==> config.mk <==
export PLATFORM = sky130hd
export DESIGN_NAME = lsa_unit
export DESIGN_NICKNAME = d
export VERILOG_FILES = /design/src/rtl/lsa_pkg.sv /design/src/rtl/lsa_agen.sv /design/src/rtl/lsa_store_steer.sv /design/src/rtl/lsa_load_extract.sv /design/src/rtl/lsa_unit.sv
export SDC_FILE = /design/constraint.sdc
export NUM_CORES = 1
export LEC_CHECK = 0
export BUFFER_PORTS_ARGS = -buffer_cell sky130_fd_sc_hd__buf_2
export CORE_ASPECT_RATIO = 0.9
export CORE_MARGIN = 2
export CORE_UTILIZATION = 49
export CTS_CLUSTER_SIZE = 8
export DETAILED_ROUTE_END_ITERATION = 16
export GPL_ROUTABILITY_DRIVEN = 0
export GPL_TIMING_DRIVEN = 0
export PLACE_DENSITY_LB_ADDON = 0.05
export SLEW_MARGIN = 20
export SYNTH_ARGS = -nofsm -noshare
export SYNTH_HDL_FRONTEND = slang
export SYNTH_HIERARCHICAL = 1
export SYNTH_SLANG_ARGS = --single-unit
==> constraint.sdc <==
create_clock -name clk -period 4.5 [get_ports clk]
set_input_delay 0.225 -clock clk [delete_from_list [all_inputs] [get_ports clk]]
set_output_delay 0.225 -clock clk [all_outputs]
set_load 0.005 [all_outputs]
==> src/rtl/lsa_pkg.sv <==
package lsa_pkg;

  localparam int DATA_W = 64;
  localparam int LANES  = DATA_W / 8;
  localparam int LANE_W = $clog2(LANES);

  typedef enum logic [1:0] {
    SZ_BYTE = 2'd0,
    SZ_HALF = 2'd1,
    SZ_WORD = 2'd2,
    SZ_DBL  = 2'd3
  } acc_size_e;

  // context kept for an outstanding load
  typedef struct packed {
    logic [LANE_W-1:0] lane_off;
    acc_size_e         size;
    logic              uns;
    logic              big;
  } ld_ctx_t;

  function automatic logic [3:0] size_bytes(acc_size_e s);
    return 4'd1 << s;
  endfunction

  function automatic logic misaligned(logic [LANE_W-1:0] lo, acc_size_e s);
    case (s)
      SZ_HALF: return lo[0];
      SZ_WORD: return |lo[1:0];
      SZ_DBL:  return |lo;
      default: return 1'b0;
    endcase
  endfunction

  function automatic logic [LANES-1:0] lane_mask(logic [LANE_W-1:0] lo, acc_size_e s);
    logic [2*LANES-1:0] m;
    m = ((2*LANES)'(1) << size_bytes(s)) - (2*LANES)'(1);
    m = m << lo;
    return m[LANES-1:0];
  endfunction

  // lane that holds value byte i for the given order
  function automatic logic [LANE_W-1:0] value_lane(logic [LANE_W-1:0] lo, acc_size_e s,
                                                   logic [LANE_W-1:0] i, logic big);
    logic [LANE_W-1:0] last;
    last = LANE_W'(size_bytes(s) - 4'd1);
    return big ? LANE_W'(lo + last - i) : LANE_W'(lo + i);
  endfunction

  // value byte that a given lane carries (inverse of value_lane)
  function automatic logic [LANE_W-1:0] lane_value(logic [LANE_W-1:0] lo, acc_size_e s,
                                                   logic [LANE_W-1:0] k, logic big);
    logic [LANE_W-1:0] rel;
    logic [LANE_W-1:0] last;
    rel  = LANE_W'(k - lo);
    last = LANE_W'(size_bytes(s) - 4'd1);
    return big ? LANE_W'(last - rel) : rel;
  endfunction

  function automatic logic [DATA_W-1:0] extend(logic [DATA_W-1:0] g, acc_size_e s, logic uns);
    logic [DATA_W-1:0] keep;
    logic              sgn;
    case (s)
      SZ_BYTE: begin keep = 64'h0000_0000_0000_00FF; sgn = g[7];  end
      SZ_HALF: begin keep = 64'h0000_0000_0000_FFFF; sgn = g[15]; end
      SZ_WORD: begin keep = 64'h0000_0000_FFFF_FFFF; sgn = g[31]; end
      default: begin keep = '1;                      sgn = 1'b0;  end
    endcase
    return (g & keep) | ((sgn && !uns) ? ~keep : '0);
  endfunction

endpackage

==> src/rtl/lsa_agen.sv <==
module lsa_agen
  import lsa_pkg::*;
#(
  parameter int ADDR_W = 64,
  parameter int OFF_W  = 16,
  parameter int IDX_W  = 5
) (
  input  logic [IDX_W-1:0]  base_idx,
  input  logic [ADDR_W-1:0] base_val,
  input  logic [OFF_W-1:0]  offset,
  input  acc_size_e         size,
  output logic [ADDR_W-1:0] ea,
  output logic              misalign
);

  localparam int EXT_W = ADDR_W - OFF_W;

  logic [ADDR_W-1:0] base_eff;
  logic [ADDR_W-1:0] off_sx;

  always_comb begin
    base_eff = (base_idx == '0) ? '0 : base_val;
    off_sx   = {{EXT_W{offset[OFF_W-1]}}, offset};
    ea       = base_eff + off_sx;
    misalign = misaligned(ea[LANE_W-1:0], size);
  end

endmodule

==> src/rtl/lsa_store_steer.sv <==
module lsa_store_steer
  import lsa_pkg::*;
(
  input  logic [LANE_W-1:0] lane_off,
  input  acc_size_e         size,
  input  logic              big,
  input  logic [DATA_W-1:0] data,
  output logic [LANES-1:0]  mask,
  output logic [DATA_W-1:0] wdata
);

  assign mask = lane_mask(lane_off, size);

  for (genvar k = 0; k < LANES; k++) begin : g_lane
    logic [LANE_W-1:0] src;
    always_comb begin
      src = lane_value(lane_off, size, LANE_W'(k), big);
      wdata[8*k +: 8] = mask[k] ? data[{src, 3'b000} +: 8] : 8'h00;
    end
  end

endmodule

==> src/rtl/lsa_load_extract.sv <==
module lsa_load_extract
  import lsa_pkg::*;
(
  input  logic              clk,
  input  logic              rst_n,
  input  logic              capture,
  input  ld_ctx_t           ctx_in,
  input  logic              rd_valid,
  input  logic [DATA_W-1:0] rd_data,
  output logic              ld_valid,
  output logic [DATA_W-1:0] ld_result
);

  ld_ctx_t           ctx_q;
  logic [DATA_W-1:0] gathered;
  logic [3:0]        nbytes;

  always_ff @(posedge clk or negedge rst_n) begin
    if (!rst_n)       ctx_q <= '0;
    else if (capture) ctx_q <= ctx_in;
  end

  assign nbytes = size_bytes(ctx_q.size);

  for (genvar i = 0; i < LANES; i++) begin : g_byte
    logic [LANE_W-1:0] lane;
    always_comb begin
      lane = value_lane(ctx_q.lane_off, ctx_q.size, LANE_W'(i), ctx_q.big);
      gathered[8*i +: 8] = (4'(i) < nbytes) ? rd_data[{lane, 3'b000} +: 8] : 8'h00;
    end
  end

  always_ff @(posedge clk or negedge rst_n) begin
    if (!rst_n) begin
      ld_valid  <= 1'b0;
      ld_result <= '0;
    end else begin
      ld_valid <= rd_valid;
      if (rd_valid) ld_result <= extend(gathered, ctx_q.size, ctx_q.uns);
    end
  end

endmodule

==> src/rtl/lsa_unit.sv <==
module lsa_unit
  import lsa_pkg::*;
#(
  parameter int ADDR_W = 64,
  parameter int OFF_W  = 16,
  parameter int IDX_W  = 5
) (
  input  logic              clk,
  input  logic              rst_n,
  input  logic              req_valid,
  input  logic              req_store,
  input  logic [1:0]        req_size,
  input  logic              req_unsigned,
  input  logic              big_endian,
  input  logic [IDX_W-1:0]  base_idx,
  input  logic [ADDR_W-1:0] base_val,
  input  logic [OFF_W-1:0]  offset,
  input  logic [63:0]       st_data,
  input  logic              rd_valid,
  input  logic [63:0]       rd_data,
  output logic [ADDR_W-1:0] mem_addr,
  output logic [7:0]        mem_be,
  output logic              mem_we,
  output logic              mem_re,
  output logic [63:0]       mem_wdata,
  output logic              fault,
  output logic              ld_valid,
  output logic [63:0]       ld_result
);

  acc_size_e         size_e;
  logic [ADDR_W-1:0] ea;
  logic              agen_misalign;
  logic              issue_store;
  logic              issue_load;
  logic [LANES-1:0]  st_mask;
  logic [DATA_W-1:0] st_wdata;
  ld_ctx_t           ctx_new;

  assign size_e = acc_size_e'(req_size);

  lsa_agen #(.ADDR_W(ADDR_W), .OFF_W(OFF_W), .IDX_W(IDX_W)) u_agen (
    .base_idx (base_idx),
    .base_val (base_val),
    .offset   (offset),
    .size     (size_e),
    .ea       (ea),
    .misalign (agen_misalign)
  );

  lsa_store_steer u_steer (
    .lane_off (ea[LANE_W-1:0]),
    .size     (size_e),
    .big      (big_endian),
    .data     (st_data),
    .mask     (st_mask),
    .wdata    (st_wdata)
  );

  assign issue_store = req_valid &&  req_store && !agen_misalign;
  assign issue_load  = req_valid && !req_store && !agen_misalign;

  assign mem_addr  = {ea[ADDR_W-1:LANE_W], {LANE_W{1'b0}}};
  assign mem_be    = (issue_store || issue_load) ? st_mask : '0;
  assign mem_we    = issue_store;
  assign mem_re    = issue_load;
  assign mem_wdata = issue_store ? st_wdata : '0;
  assign fault     = req_valid && agen_misalign;

  always_comb begin
    ctx_new.lane_off = ea[LANE_W-1:0];
    ctx_new.size     = size_e;
    ctx_new.uns      = req_unsigned;
    ctx_new.big      = big_endian;
  end

  lsa_load_extract u_load (
    .clk       (clk),
    .rst_n     (rst_n),
    .capture   (issue_load),
    .ctx_in    (ctx_new),
    .rd_valid  (rd_valid),
    .rd_data   (rd_data),
    .ld_valid  (ld_valid),
    .ld_result (ld_result)
  );

endmodule

==> flow_metrics.tcl, run 1 <==
set metrics [dict create \
    clk_path_buf_depth 2 \
    post-route-min-period_ps 4660 \
    ctsRootBufferMaster "clkbuf_16" \
    synth_top_area_share_pct 12.5 \
    ff_latch_area_mm2 0.00180 \
    cp-start-kind "input pin" \
    fin_crit_sh_pct 104 \
    cts_sinks 72 \
    leakage_uw 0.00895 \
    clock_skew_ps 10.9 \
    irDropWorstVdd_mv 0.351 \
    yosys.area.top_type "dfrtp_1" \
    area_growth_pct 27.5 \
    synth_edf_count 0 \
    tns_ps -2340 \
    power_density_mw_per_mm2 526 \
    coreArea_mm2 0.0289 \
    synth_cells 1650 \
    fmax_ghz 0.215 \
    hold_viol_final 0 \
    insertion_delay_ps 340 \
    cts_buffers 9 \
    maxCapViolCount 0 \
    die_x_um 185 \
    grt_pass1_wl_mm 81.6 \
    violations "negative setup slack" \
    outcome "finished, violations left" \
    end_kind "primary output" \
    hold_class "input pin to flop" \
    grt_util_all_layers_pct 33.5 \
    post-dp-hpwl_mm 43.4 \
    synth_seq_area_share_pct 12.5 \
    avgSynthCellArea_um2 8.74 \
    rows 59 \
    synthFlopType "dfrtp_1" \
    die_h_um 167 \
    cp_data_arrival_time_ps 4440 \
    design_area_mm2 0.0184 \
    cpMaxStageDelayCell "fa_2" \
    drive_gt1_share_pct 36.8 \
    grt_pass1_vias 14800 \
    cts.htree.levels 3 \
    post-route-util_pct 63.6 \
    drt_iter0_markers 1763 \
    placed_area_mm2 0.0171 \
    cp.required_ps 4280 \
    clkTransAtPathRegs_ps 50 \
    yosys_register_bits 72 \
    nets 2418 \
    grt_max_degree 50 \
    max_stage_delay_ps 600 \
    grt_overflow_total 0 \
    dieArea_mm2 0.0308 \
    viasPerCell 6.38 \
    antenna_found_initial 6 \
    cp_max_fo 7 \
    crit_type "input pin to primary output" \
    synth_area_mm2 0.0144 \
    wl_mm 55.9 \
    critPathBufInv 8 \
    netlist_top_cells_area "dfrtp_1, mux2i_1, mux4_2" \
    port_buffers 420 \
    rsz0062_at_grt "yes" \
    vias 16100 \
    cts_tree "built" \
    whs_ps 35.5 \
    start_util_pct 49.9 \
    fillers 2583 \
    drtPass1Iterations 8 \
    drc 0 \
    final_common_cell "buf_2" \
    worstMarginPinSlew_ps 1050 \
    cpLargestDelayFamily "adder cells" \
    fin_ws_ps -161 \
    wire_per_inst_um 22.2 \
    ant_nets 0 \
    multiInputGateArea_mm2 0.0120 \
    ios 426 \
    max-slew-margin-rel_pct 29.7 \
    crit_chain "buf_2 > or4_4 > nor2_4 > buf_8 > nor2b_4 > ha_4 > fa_2 > buf_6 > inv_6 > ha_4 > inv_4 > fa_1 > mux2i_4 > buf_12 > buf_12 > mux2i_1 > mux2i_1 > a22o_1 > and4b_1 > buf_2" \
    yosysUniqueCellTypes 93 \
    setup_violations 34 \
    async_flop_share_pct 100 \
    most-common-layout-cells "buf_2, mux2i_1, nand2_1" \
    ys_warn_count 6 \
    drv_slew 0 \
]
[cell type report]
cell class / instances / area share, %
antenna: 5 / 0.0680
buffer: 143 / 5.22
multi-input combinational: 1366 / 65.0
timing repair buffer: 455 / 14.0
clock inverter: 7 / 0.544
tap: 396 / 2.69
inverter: 70 / 1.47
sequential: 72 / 9.79
clock buffer: 9 / 1.22
[synthesized netlist by cell type, types with 50 or more instances]
| library cell | count |
|---|---|
| a21oi_1 | 100 |
| a22o_1 | 60 |
| and4b_1 | 64 |
| clkbuf_1 | 54 |
| dfrtp_1 | 72 |
| ha_1 | 74 |
| inv_1 | 69 |
| mux2i_1 | 176 |
| mux4_2 | 60 |
| nand2_1 | 103 |
| nor2_1 | 50 |
| nor2b_1 | 78 |
[state kept, by name, indices dropped and copies added, names as in the netlist]
| signal | flops |
|---|---|
| u_load/ctx_q | 7 |
| u_load/ld_result | 64 |
| u_load/ld_valid | 1 |
[per-stage QoR]
step / instances / power [uW] / setup slack [ps]
2_1_floorplan: 1652 / 6090 / 11.5
3_3_place_gp: 2468 / 8030 / -943
3_5_place_dp: 2469 / 8110 / -1000
4_1_cts: 2509 / 9230 / -72.9
5_1_grt: 2522 / 10200 / -250
6_report: 2523 / 9680 / -161
[kinds of logic after synthesis]
| logic type | Yosys count | synth area share, % |
|---|---|---|
| XOR/XNOR | 75 | 4.94 |
| buffers and inverters | 214 | 7.76 |
| AO/OA/AOI/OAI | 444 | 21.7 |
| other | 1 | 0.0260 |
| adder cells (fa/ha/maj) | 79 | 7.11 |
| flip-flops | 72 | 12.5 |
| AND/OR/NAND/NOR | 477 | 20.1 |
| multiplexers | 288 | 25.9 |
[path summary, 6_finish.rpt]
kind                       cells past startpoint                                to  slack [ps]                       startpoint
min in group asynchronous                      2   u_load/ld_result[6]$_DFFE_PN0P_         350                            rst_n
min reg2reg                                    2   u_load/ld_result[1]$_DFFE_PN0P_         520  u_load/ld_result[1]$_DFFE_PN0P_
max in group asynchronous                      3  u_load/ld_result[22]$_DFFE_PN0P_        3570                            rst_n
max                                           20                     mem_wdata[32]        -160                      base_idx[0]
min                                            1         u_load/ld_valid$_DFF_PN0_          40                         rd_valid
max reg2reg                                   14  u_load/ld_result[58]$_DFFE_PN0P_         270      u_load/ctx_q[3]$_DFFE_PN0P_
[per-layer routing]
layer	vias to the layer above	wire length [um]	global-route usage, %
met4	2	1980	10.7
li1	7259	-	-
met5	-	13	0
met3	161	6860	8.03
met2	1047	24800	51.7
met1	7623	22200	46.2
[power by group]
group | internal [uW] | switching (uW) | leakage (uW)
logic | 3600 | 4140 | 0.00791
clock network | 492 | 304 | 0.000161
registers | 951 | 201 | 0.000876
total | 5040 | 4640 | 0.00895
[timing repair]
item | in CTS | in global routing
buffers inserted | 19 | 10
gates cloned | 5 | 1
endpoints found under the setup margin | 74 | 83
pin swaps | 32 | 17
gates resized for setup | 44 | 90
endpoints found under the hold margin | 23 | 0
hold buffers | 1 | 0
Power figures use the tool's default switching activity.
==> inputs of run 2 (changes only) <==
CELL_PAD_IN_SITES_DETAIL_PLACEMENT = 1   (was default)
CELL_PAD_IN_SITES_GLOBAL_PLACEMENT = 1   (was default)
CORE_UTILIZATION = 36   (was 49)
RECOVER_POWER = 100   (was default)
==> flow_metrics.tcl, run 2 (same netlist as run 1, synthesis figures left out) <==
set metrics [dict create \
    most-common-layout-cells "buf_2, mux2i_1, nand2_1" \
    switchingPower_uw 5110 \
    cts_tree "built" \
    clock_skew_ps 8.34 \
    worstMarginPinSlew_ps 2050 \
    pwr-share-comb_pct 81.1 \
    wire_per_inst_um 25.6 \
    maxCapViolCount 2 \
    grt_pass1_vias 16300 \
    place_ws_ps -1450 \
    start_util_pct 36.5 \
    dieArea_mm2 0.0417 \
    port_buffers 420 \
    fillers 4758 \
    nets 2437 \
    setup_violations 48 \
    max-slew-margin-rel_pct -36.9 \
    cp_data_arrival_time_ps 4580 \
    insertion_delay_ps 350 \
    clk_path_buf_depth 2 \
    ant_nets 0 \
    irDropWorstVdd_mv 0.292 \
    cts_buffers 9 \
    wl_mm 68.4 \
    whs_ps 52.4 \
    drt_iter0_markers 1303 \
    grt_pass1_wl_mm 99.7 \
    fmax_ghz 0.208 \
    rows 69 \
    hold_class "input pin to flop" \
    post-dp-hpwl_mm 52.3 \
    placed_area_mm2 0.0173 \
    grt_overflow_total 0 \
    cp.required_ps 4280 \
    area_growth_pct 32.6 \
    p_int_uw 5180 \
    viasPerCell 6.08 \
    vias 16300 \
    ios 426 \
    die_h_um 194 \
    drive_gt1_share_pct 36.3 \
    coreArea_mm2 0.0395 \
    outcome "finished, violations left" \
    drc 0 \
    clkTransAtPathRegs_ps 60 \
    largest_register "u_load/ld_result" \
    violations "max-capacitance violations, max-slew violations, negative setup slack" \
    largest_reg_flops 64 \
    ctsRootBufferMaster "clkbuf_16" \
    grt_max_degree 50 \
    fin_ws_ps -304 \
    multiInputGateArea_mm2 0.0123 \
    ff_latch_area_mm2 0.00180 \
    design_area_mm2 0.0191 \
    layout.cells.non_filler 2675 \
    cts_sinks 72 \
    power_density_mw_per_mm2 538 \
    crit_type "input pin to primary output" \
    swShare_pct 49.7 \
    post-route-util_pct 48.4 \
    dp_cells 2605 \
    leakage_uw 0.00900 \
    drv_slew 75 \
    cp_max_fo 6 \
    die_x_um 215 \
    antenna_found_initial 3 \
    grt_util_all_layers_pct 30.6 \
    reg_top3 "u_load/ld_result x64, u_load/ctx_q x7, u_load/ld_valid x1" \
    cts.htree.levels 3 \
    drtPass1Iterations 6 \
    seqPwrFrac_pct 11.3 \
    pwr-share-clk_pct 7.6 \
    cp-start-kind "input pin" \
    hold_viol_final 0 \
    end_kind "primary output" \
    fin_crit_sh_pct 107 \
    post-route-min-period_ps 4800 \
    rsz0062_at_grt "yes" \
    final_common_cell "buf_2" \
]
==> run 2: power groups by stage <==
stage / clock (uW) / sequential [uW] / combinational, uW
after floorplan: 0 / 1130 / 4960
after global placement: 0 / 1160 / 7220
after detailed placement: 0 / 1170 / 7350
after CTS: 799 / 1160 / 7850
after global routing: 823 / 1200 / 8770
final: 785 / 1160 / 8340
==> run 2: stage by stage <==
step	setup TNS [ps]	total power [uW]
finish	-9270	10300
global route	-14520	10800
CTS	-6150	9800
detailed placement	-66990	8520
global placement	-65160	8380
floorplan	0	6090
==> run 2: cell type report <==
class	count	share of cell area [%]
plain buffers	139	4.84
diodes	2	0.0262
inverters	70	1.41
clock inverters	6	0.484
repair buffers	478	14.7
clock buffers	10	1.20
multi-input cells	1366	64.4
well taps	532	3.48
flip-flops and latches	72	9.42
==> run 2: timing repair <==
item	CTS	global route
pin swaps	30	37
resized for setup	72	134
cloned	6	1
setup endpoints to repair	79	95
endpoints found under the hold margin	33	0
hold buffers	1	0
buffers inserted	38	24
==> run 2: worst paths after layout <==
check,depth (start not counted),start,end,slack (ps)
worst max register to register,15,u_load/ctx_q[3]$_DFFE_PN0P_,u_load/ld_result[58]$_DFFE_PN0P_,190
min in group asynchronous,2,rst_n,u_load/ld_result[20]$_DFFE_PN0P_,1010
max in group asynchronous,3,rst_n,u_load/ld_result[46]$_DFFE_PN0P_,620
worst max-delay path,18,base_idx[0],mem_wdata[22],-300
worst min-delay path,1,rd_valid,u_load/ld_valid$_DFF_PN0_,50
worst min register to register,2,u_load/ld_result[7]$_DFFE_PN0P_,u_load/ld_result[7]$_DFFE_PN0P_,530
==> run 2: worst max-delay path, stage by stage <==
cell,delay (ps)
buf_6,90
or4_4,580
nor2_4,170
buf_8,120
nor2b_4,40
ha_4,160
fa_2,690
buf_8,160
inv_6,40
ha_4,270
inv_4,40
fa_2,370
and3b_2,270
o211ai_1,160
a21oi_4,460
a22o_1,310
and4b_1,270
buf_2,130
==> run 2: per-layer routing <==
layer	GRT usage [%]	part of all wire [%]	wire length (um)
met4	9.09	3.3	2220
met1	42.0	43	29300
met3	4.96	7.3	4960
met5	0	0.023	16
met2	49.3	47	31900
==> inputs of run 3 (changes only) <==
ABC_AREA = 1   (was default)
CORE_ASPECT_RATIO = default   (was 0.9)
CORE_UTILIZATION = 32   (was 36)
==> flow_metrics.tcl, run 3 <==
set metrics [dict create \
    outcome "finished, violations left" \
    violations "max-capacitance violations, max-slew violations" \
    async_flop_share_pct 100 \
    die_x_um 233 \
    synth_area_mm2 0.0168 \
    post-dp-hpwl_mm 70.1 \
    synthFlopType "dfrtp_1" \
    cp-endpoint "mem_wdata[7]" \
    vias 22500 \
    met2_usage_pct 50.3 \
    synth_edf_count 0 \
    yosys_register_bits 72 \
    yosys.area.top_type "nand2_1" \
    insertion_delay_ps 340 \
    start_util_pct 32.2 \
    busiest_layer "met2" \
    wire_per_inst_um 18.1 \
    grt_max_degree 50 \
    synth_cells 3357 \
    avgSynthCellArea_um2 5.02 \
    hold_viol_final 0 \
    drive_gt1_share_pct 15.5 \
    clock_skew_ps 5.63 \
    maxCapViolCount 2 \
    reg2reg_to "u_load/ld_result[47]$_DFFE_PN0P_" \
    grt_pass1_vias 22500 \
    post-route-min-period_ps 4400 \
    r2r_cells 17 \
    viasPerCell 5.00 \
    most-common-layout-cells "nand2_1, inv_1, nor2_1" \
    final_common_cell "nand2_1" \
    irDropWorstVdd_mv 0.292 \
    yosysUniqueCellTypes 45 \
    area_growth_pct 19.3 \
    cp_max_fo 10 \
    leakage_uw 0.0124 \
    die_h_um 233 \
    grt_util_all_layers_pct 29.0 \
    clk_path_buf_depth 2 \
    fmax_ghz 0.227 \
    drtPass1Iterations 5 \
    fin_crit_sh_pct 97.8 \
    ant_nets 0 \
    drt_iter0_markers 1248 \
    max-slew-margin-rel_pct -33.3 \
    worstMarginPinSlew_ps 2000 \
    fin_ws_ps 99.1 \
    cts_sinks 72 \
    ys_warn_count 6 \
    cts.htree.levels 3 \
    cp-start-kind "input pin" \
    synthTopCellsByCount "nand2_1, inv_1, nor2_1" \
    largest_register "u_load/ld_result" \
    fillers 7728 \
    ctsRootBufferMaster "clkbuf_16" \
    synth_top_area_share_pct 28.8 \
    grt_pass1_wl_mm 123 \
    grt_overflow_total 0 \
    synth_seq_area_share_pct 10.7 \
    drv_slew 75 \
    place_ws_ps -1410 \
    ios 426 \
    coreArea_mm2 0.0523 \
    yosysMostFrequentCell "nand2_1" \
    nets 4108 \
    rows 84 \
    netlist_top_cells_area "nand2_1, inv_1, dfrtp_1" \
    setup_violations 0 \
    cts_buffers 9 \
    wl_mm 81.5 \
    reg_top3 "u_load/ld_result x64, u_load/ctx_q x7, u_load/ld_valid x1" \
    grt.met1_usage_pct 37.3 \
    crit_type "input pin to primary output" \
    whs_ps 85.2 \
    largest_reg_flops 64 \
    port_buffers 422 \
    power_density_mw_per_mm2 432 \
    ff2ff_setup_slack_ps 360 \
    end_kind "primary output" \
    cts_tree "built" \
    cp.required_ps 4280 \
    cp_data_arrival_time_ps 4180 \
    rr_startpoint "u_load/ctx_q[3]$_DFFE_PN0P_" \
    hold_class "input pin to flop" \
    cp-startpoint "base_idx[4]" \
    clkTransAtPathRegs_ps 60 \
    dieArea_mm2 0.0545 \
    drc 0 \
    met3_usage_pct 2.72 \
    antenna_found_initial 8 \
]
-- run 3: cells by family (layout without fill, tap and decap cells) --
| logic type | count (synthesis) | after routing | share of synthesized area (%) |
|---|---|---|---|
| fa+ha+maj | 79 | 79 | 6.09 |
| simple gates | 2188 | 2188 | 54.2 |
| other cells | 1 | 7 | 0.0223 |
| mux | 18 | 18 | 1.07 |
| flops | 72 | 72 | 10.7 |
| xor+xnor | 33 | 33 | 1.72 |
| compound gates | 267 | 267 | 8.82 |
| buf+inv | 699 | 1152 | 17.4 |
-- run 3: layout make-up --
cell class	count	area, um2	area share (%)
Timing Repair Buffer	437	2170	10.8
Antenna cell	4	10.0	0.0498
Tap cell	688	861	4.28
Clock buffer	9	225	1.12
Sequential cell	72	1800	8.97
Buffer	120	773	3.85
Multi-Input combinational cell	2588	12000	59.7
Clock inverter	7	60.1	0.299
Inverter	579	2190	10.9
-- run 3: report_power, final --
part           total [uW]  leakage (uW)  switching [uW]  internal [uW]
combinational        6810        0.0114            4640           2170
clock                 697      0.000131             314            383
sequential           1170      0.000862             222            951
total                8680        0.0124            5180           3500
-- run 3: worst min-delay path by stage --
stage             start                          endpoint  cells after the start
4_1_cts        rd_valid         u_load/ld_valid$_DFF_PN0_                      1
3_3_place_gp   rd_valid         u_load/ld_valid$_DFF_PN0_                      1
5_1_grt        rd_valid         u_load/ld_valid$_DFF_PN0_                      1
6_report       rd_valid         u_load/ld_valid$_DFF_PN0_                      1
3_5_place_dp      rst_n  u_load/ld_result[60]$_DFFE_PN0P_                      1
2_1_floorplan     rst_n       u_load/ctx_q[0]$_DFFE_PN0P_                      0
-- run 3: timing repair --
item | 4_1_cts | 5_1_grt
hold buffers | 1 | 0
buffers inserted | 2 | 11
endpoints found under the setup margin | 81 | 32
gates cloned | 0 | 0
pin swaps | 3 | 8
resized for setup | 26 | 20
hold endpoints to repair | 29 | 0
-- run 3: per-stage QoR --
stage / total power [uW] / instance area, um2 / TNS [ps] / cells / utilization (%)
4_1_cts: 8680 / 20200 / 0 / 4489 / 38.7
2_1_floorplan: 5470 / 16800 / 0 / 3359 / -
6_report: 8680 / 20100 / 0 / 4504 / 38.4
3_5_place_dp: 7890 / 19800 / -67210 / 4470 / 37.9
3_3_place_gp: 7690 / 19800 / -62080 / 4469 / 37.9
5_1_grt: 9470 / 20100 / -95.2 / 4502 / 38.4
-- run 3: worst max-delay path, cell delays in order --
cell and delay (ps):
clkbuf_1 100, nor3_4 210, nand2_4 100, clkbuf_8 180, nand2_1 60, inv_1 40, ha_2 220, fa_2 680
clkinv_4 120, ha_1 330, inv_2 70, fa_2 580, nor2_2 70, nor2_4 270, buf_8 190, nand3_1 80
nand2_1 140, nor2_1 70, nor2_1 160, inv_1 60, nor2_1 90, buf_2 120
-- run 3: routing by layer --
metal / share of wire [%] / vias up
li1: - / 11100
met1: 44 / 10600
met2: 47 / 658
met3: 5.3 / 148
met4: 3.7 / 6
met5: 0.039 / -
